### config.mk
export PLATFORM = sky130hd
export DESIGN_NAME = split_bus_master
export DESIGN_NICKNAME = d
export VERILOG_FILES = /design/src/rtl/sbm_pkg.sv /design/src/rtl/sbm_ack_sync.sv /design/src/rtl/sbm_wait_timer.sv /design/src/rtl/sbm_lane_steer.sv /design/src/rtl/split_bus_master.sv
export SDC_FILE = /design/constraint.sdc
export NUM_CORES = 1
export LEC_CHECK = 0
export ABC_CLOCK_PERIOD_IN_PS = 3650
export BUFFER_PORTS_ARGS = -buffer_cell sky130_fd_sc_hd__buf_2
export CORE_MARGIN = 1
export CORE_UTILIZATION = 54
export DETAILED_ROUTE_END_ITERATION = 16
export PLACE_DENSITY = 0.77
export RECOVER_POWER = 50
export SLEW_MARGIN = 20
export SYNTH_ARGS = -nofsm -noshare
export SYNTH_HDL_FRONTEND = slang
export SYNTH_SLANG_ARGS = --single-unit
### constraint.sdc
create_clock -name clk -period 3.65 [get_ports clk]
set_input_delay 0.1825 -clock clk [delete_from_list [all_inputs] [get_ports clk]]
set_output_delay 0.1825 -clock clk [all_outputs]
set_load 0.03 [all_outputs]
### src/rtl/sbm_pkg.sv
package sbm_pkg;
  localparam int BUS_W = 16;
  localparam int REQ_W = 32;

  typedef enum logic [1:0] {
    SZ_BYTE = 2'd0,
    SZ_WORD = 2'd1,
    SZ_LONG = 2'd2
  } xfer_size_t;

  typedef enum logic [1:0] {
    ST_IDLE    = 2'd0,
    ST_STROBE  = 2'd1,
    ST_RELEASE = 2'd2
  } bus_state_t;
endpackage

### src/rtl/sbm_ack_sync.sv
module sbm_ack_sync #(
  parameter int STAGES = 2
) (
  input  logic clk,
  input  logic rst,
  input  logic ack_n_async,
  output logic ack_seen
);
  logic [STAGES-1:0] chain;

  always_ff @(posedge clk) begin
    if (rst) chain[0] <= 1'b0;
    else     chain[0] <= ~ack_n_async;
  end

  generate
    for (genvar i = 1; i < STAGES; i++) begin : g_stage
      always_ff @(posedge clk) begin
        if (rst) chain[i] <= 1'b0;
        else     chain[i] <= chain[i-1];
      end
    end
  endgenerate

  assign ack_seen = chain[STAGES-1];
endmodule

### src/rtl/sbm_wait_timer.sv
module sbm_wait_timer #(
  parameter int TW = 16
) (
  input  logic          clk,
  input  logic          rst,
  input  logic          clear,
  input  logic [TW-1:0] limit,
  output logic          expired
);
  logic [TW-1:0] cnt;
  logic [TW:0]   nxt;

  assign nxt     = {1'b0, cnt} + {{TW{1'b0}}, 1'b1};
  assign expired = nxt >= {1'b0, limit};

  always_ff @(posedge clk) begin
    if (rst || clear)   cnt <= '0;
    else if (cnt != '1) cnt <= cnt + 1'b1;
  end
endmodule

### src/rtl/sbm_lane_steer.sv
module sbm_lane_steer
  import sbm_pkg::*;
(
  input  xfer_size_t        size,
  input  logic              addr0,
  input  logic              second,
  input  logic [REQ_W-1:0]  wdata,
  input  logic [BUS_W-1:0]  din,
  output logic              upper_n,
  output logic              lower_n,
  output logic [BUS_W-1:0]  dout,
  output logic [BUS_W-1:0]  piece
);
  localparam int HB = BUS_W / 2;

  always_comb begin
    if (size == SZ_BYTE) begin
      upper_n = addr0;
      lower_n = ~addr0;
      dout    = {2{wdata[HB-1:0]}};
      piece   = addr0 ? {{HB{1'b0}}, din[HB-1:0]} : {{HB{1'b0}}, din[BUS_W-1:HB]};
    end else begin
      upper_n = 1'b0;
      lower_n = 1'b0;
      dout    = (size == SZ_LONG && !second) ? wdata[REQ_W-1:BUS_W] : wdata[BUS_W-1:0];
      piece   = din;
    end
  end
endmodule

### src/rtl/split_bus_master.sv
module split_bus_master
  import sbm_pkg::*;
#(
  parameter int AW          = 24,
  parameter int TW          = 16,
  parameter int SYNC_STAGES = 2
) (
  input  logic              clk,
  input  logic              rst,
  input  logic              req_valid,
  input  logic              req_write,
  input  logic [1:0]        req_size,
  input  logic [AW-1:0]     req_addr,
  input  logic [REQ_W-1:0]  req_wdata,
  input  logic [TW-1:0]     wait_limit,
  output logic              busy,
  output logic              done,
  output logic [REQ_W-1:0]  rdata,
  output logic              addr_err,
  output logic              bus_err,
  output logic [AW-2:0]     bus_addr,
  output logic              uds_n,
  output logic              lds_n,
  output logic              bus_rw,
  output logic [BUS_W-1:0]  bus_dout,
  input  logic [BUS_W-1:0]  bus_din,
  input  logic              dtack_n
);
  localparam int WA = AW - 1;

  function automatic xfer_size_t to_size(input logic [1:0] code);
    case (code)
      2'd0:    return SZ_BYTE;
      2'd2:    return SZ_LONG;
      default: return SZ_WORD;
    endcase
  endfunction

  bus_state_t        state;
  xfer_size_t        size_q;
  logic              write_q, a0_q, second_q;
  logic [REQ_W-1:0]  wdata_q, rbuf;

  logic              ack_seen, expired;
  xfer_size_t        sz_in, st_size;
  logic              idle, misalign, st_a0, st_second;
  logic [REQ_W-1:0]  st_wdata;
  logic              st_upper_n, st_lower_n;
  logic [BUS_W-1:0]  st_dout, st_piece;

  assign idle      = (state == ST_IDLE);
  assign busy      = ~idle;
  assign sz_in     = to_size(req_size);
  assign misalign  = (sz_in != SZ_BYTE) && req_addr[0];
  assign st_size   = idle ? sz_in : size_q;
  assign st_a0     = idle ? req_addr[0] : a0_q;
  assign st_wdata  = idle ? req_wdata : wdata_q;
  assign st_second = (state == ST_RELEASE);

  sbm_ack_sync #(.STAGES(SYNC_STAGES)) i_sync (
    .clk(clk), .rst(rst), .ack_n_async(dtack_n), .ack_seen(ack_seen)
  );

  sbm_wait_timer #(.TW(TW)) i_timer (
    .clk(clk), .rst(rst), .clear(state != ST_STROBE),
    .limit(wait_limit), .expired(expired)
  );

  sbm_lane_steer i_steer (
    .size(st_size), .addr0(st_a0), .second(st_second), .wdata(st_wdata),
    .din(bus_din), .upper_n(st_upper_n), .lower_n(st_lower_n),
    .dout(st_dout), .piece(st_piece)
  );

  always_ff @(posedge clk) begin
    if (rst) begin
      state    <= ST_IDLE;
      size_q   <= SZ_BYTE;
      write_q  <= 1'b0;
      a0_q     <= 1'b0;
      second_q <= 1'b0;
      wdata_q  <= '0;
      rbuf     <= '0;
      rdata    <= '0;
      done     <= 1'b0;
      addr_err <= 1'b0;
      bus_err  <= 1'b0;
      bus_addr <= '0;
      uds_n    <= 1'b1;
      lds_n    <= 1'b1;
      bus_rw   <= 1'b1;
      bus_dout <= '0;
    end else begin
      done     <= 1'b0;
      addr_err <= 1'b0;
      bus_err  <= 1'b0;
      case (state)
        ST_IDLE: begin
          if (req_valid) begin
            if (misalign) begin
              done     <= 1'b1;
              addr_err <= 1'b1;
            end else begin
              size_q   <= sz_in;
              write_q  <= req_write;
              a0_q     <= req_addr[0];
              second_q <= 1'b0;
              wdata_q  <= req_wdata;
              rbuf     <= '0;
              bus_addr <= req_addr[AW-1:1];
              bus_rw   <= ~req_write;
              bus_dout <= st_dout;
              uds_n    <= st_upper_n;
              lds_n    <= st_lower_n;
              state    <= ST_STROBE;
            end
          end
        end
        ST_STROBE: begin
          if (ack_seen) begin
            uds_n <= 1'b1;
            lds_n <= 1'b1;
            if (!write_q)
              rbuf <= (size_q == SZ_LONG) ? {rbuf[BUS_W-1:0], st_piece}
                                          : {{(REQ_W-BUS_W){1'b0}}, st_piece};
            state <= ST_RELEASE;
          end else if (expired) begin
            uds_n   <= 1'b1;
            lds_n   <= 1'b1;
            done    <= 1'b1;
            bus_err <= 1'b1;
            state   <= ST_IDLE;
          end
        end
        ST_RELEASE: begin
          if (!ack_seen) begin
            if (size_q == SZ_LONG && !second_q) begin
              second_q <= 1'b1;
              bus_addr <= bus_addr + WA'(1);
              bus_dout <= st_dout;
              uds_n    <= st_upper_n;
              lds_n    <= st_lower_n;
              state    <= ST_STROBE;
            end else begin
              done <= 1'b1;
              if (!write_q) rdata <= rbuf;
              state <= ST_IDLE;
            end
          end
        end
        default: state <= ST_IDLE;
      endcase
    end
  end
endmodule

==> summary.txt <==
Run status
  • Status: complete, but fails checks
  • Failing checks: max-capacitance violations, max-slew violations

Floorplanning
  • Starting density of the core: 55.2%
  • Die Ht: 121 µm
  • I/O Pins: 173
  • Die ar.: 14600 µm²
  • Core Region: 13800 µm²
  • Chip Width: 121 µm
  • Row count: 43

Timing
  • Final setup vio count: 0
  • Final setup skew: 0.00932 ns
  • Hold Fails Final Rpt: 0
  • Setup_tns: 0 ns
  • Minimum clock period: 3.19 ns
  • Slew @ Worst Pin: 2.48 ns
  • Peak Freq: 313 MHz
  • Fin crit share: 87.5%
  • Worst hold slack: 0.0113 ns
  • Final Max Slew Viols: 100
  • RSZ-0062 raised after global routing: false
  • Relative slew slack: -65.6%
  • Final worst setup slack: 0.457 ns

Synthesis
  • Synthesis-stage register bit count: 166
  • Cell count after synthesis: 940
  • Post-synthesis async set-or-reset flop share: 0%
  • Top post-synthesis cells by count: nand2_1 (213), dfxtp_1 (166), a21oi_1 (122), nor2_1 (77), clkbuf_1 (40)
  • Mean Syn Cell Area: 8.12 µm²
  • Synth cell types: 57
  • Synth Flop Type: dfxtp_1
  • Sequential share of the synthesized area: 43.5%
  • Syn. warnings: 0
  • Top-area cell type share of the netlist area: 43.5%
  • Largest area contributor in the netlist: dfxtp_1
  • Mapped Area: 7630 µm²
  • Number of synthesized flops with an enable pin: 0
  • Most frequent cell after synthesis: nand2_1
  • Synth Net Count: 1053
  • Synth area leaders: dfxtp_1 (44%), nand2_1 (10%), a21oi_1 (8.0%), mux4_2 (4.4%), nor2_1 (3.8%)

Clock tree
  • Clk root buf: clkbuf_16
  • Clock latency on the worst-skew pair: 0.42 ns
  • Total CTS buffers: 17
  • Clk sinks: 166
  • Post CTS Setup Buffer Count: 0
  • CTS tree: done
  • # H-tree levels: 4
  • CTS max path bufs: 2
  • Clk pin slew, worst setup/hold paths: 0.06 ns

Route
  • Routed WL: 19100 µm
  • Drt pass-1 iters: 11
  • Wire length per cell: 14.9 µm
  • Detail Route Antenna Nets: 0
  • Via Count: 7113
  • Final routed DRC violation total: 0
  • Initial DRC Count: 522
  • Vias per inst: 5.54

Setup path
  • CP max FO: 5
  • Kind of end point of the critical path: flip-flop
  • CP startpoint kind: flip-flop
  • CP arrival: 3.54 ns
  • Crit path launch: i_timer.cnt[0]
  • Crit Path Category: flip-flop to flip-flop
  • Worst r2r src: i_timer.cnt[0]
  • Data required time of the worst path: 4.00 ns

Finish
  • Diode count: 0
  • Final core occ: 65.8%
  • Syn-to-layout area delta: 19.1%
  • Area of the multi-input gates: 3890 µm²
  • FF/Latch Area: 3320 µm²
  • Total Nets Final: 1203
  • FILL cells: 1282
  • Share of layout cells above drive strength 1: 15.0%

Pwr
  • Power Density: 454 nW/µm²
  • Leakage: 3.56 nW
  • Peak supply drop: 0.339 mV
  • Power, Total: 4.13 mW

Min path
  • Hold Crit Class: primary input to flip-flop
  • Hold wc startpoint: req_wdata[13]

Global route
  • Initial antenna violation count: 0
  • Gr ovfl total: 0
  • Number of global-route vias before repair: 6330
  • Total GRT Usage: 26.5%
  • Pin count of the biggest net entering global routing: 62
  • First-pass GRT wire length: 30800 µm

Run
  • Total of max-cap violations: 2

Place
  • Port Buffers: 172
  • Dpl ws: 0.460 ns
  • Final GP Congestion: 0.852
  • Post-DP HPWL: 12900 µm
==> final timing paths <==
| kind | cells after the start | slack, ns | to |
|---|---|---|---|
| max | 14 | 0.46 | uds_n |
| max reg2reg | 14 | 0.46 | uds_n |
| min reg2reg | 2 | 0.45 | bus_dout[8] |
| min | 3 | 0.01 | wdata_q[13] |
==> power breakdown <==
group | switching, mW | internal [mW]
Clock | 0.753 | 0.896
Sequential | 0.0579 | 1.88
Combinational | 0.341 | 0.202
==> cells in the final DEF, fill, tap and decap left out, types with 17 or more instances in the layout <==
cell type / n
a21oi_1: 122
a22oi_1: 25
buf_2: 94
clkbuf_1: 82
clkbuf_16: 17
dfxtp_1: 166
ha_1: 18
inv_1: 36
nand2_1: 213
nand3_1: 22
nor2_1: 75
==> cell type report <==
class / count / area share [%]
repair buffers: 198 / 10.7
clock inverters: 13 / 1.13
well taps: 180 / 2.48
inverters: 37 / 1.53
clock buffers: 19 / 4.87
flip-flops and latches: 166 / 36.5
multi-input cells: 670 / 42.8
==> sequential cells by signal, summed over array words and instances, names as in the netlist, 2 cells and up <==
register / count
i_timer.cnt: 16
wdata_q: 32
size_q: 2
rbuf: 32
bus_addr: 23
rdata: 32
bus_dout: 16
state: 2
==> worst max-delay path, cell delays in order, from the launching register on <==
cell and delay (ns):
dfxtp_1 0.39, ha_1 0.20, nand3_1 0.19, nor4_1 0.21
clkbuf_1 0.24, and3_1 0.21, xnor2_1 0.14, inv_1 0.06
ha_1 0.29, a21oi_1 0.13, nor2b_1 0.06, a211oi_1 0.21
o211ai_1 0.21, o31ai_1 0.35, mux2i_1 0.22
==> cells by family (layout without fill, tap and decap cells) <==
kind of cell	after synthesis	after routing	share of synthesized area, %
xor gates and xnor gates	16	16	1.84
adders and majority gates	18	18	2.95
buffers and inverters	104	267	5.70
DFF	166	166	43.5
AOI/OAI and AO/OA	231	231	18.6
and+or+nand+nor	377	377	21.3
muxes	28	28	6.15
==> metrics by stage <==
step | instance area, µm² | std cells
5_1_grt | 9090 | 1283
4_1_cts | 9210 | 1283
3_5_place_dp | 8560 | 1240
6_report | 9090 | 1283
2_1_floorplan | 7630 | 940
3_3_place_gp | 8560 | 1240
==> metal layers <==
metal	vias to the layer above	global-route usage, %	routed length [µm]
met4	0	9.65	287
li1	3570	-	-
met5	-	0	0
met3	25	5.36	1100
met1	3309	36.4	8840
met2	209	41.1	8910
==> timing repair <==
action	in CTS	in global routing
gates resized for setup	0	1
endpoints found under the setup margin	0	1
hold buffers	11	0
endpoints found under the hold margin	11	0
Power figures use the tool's default switching activity.
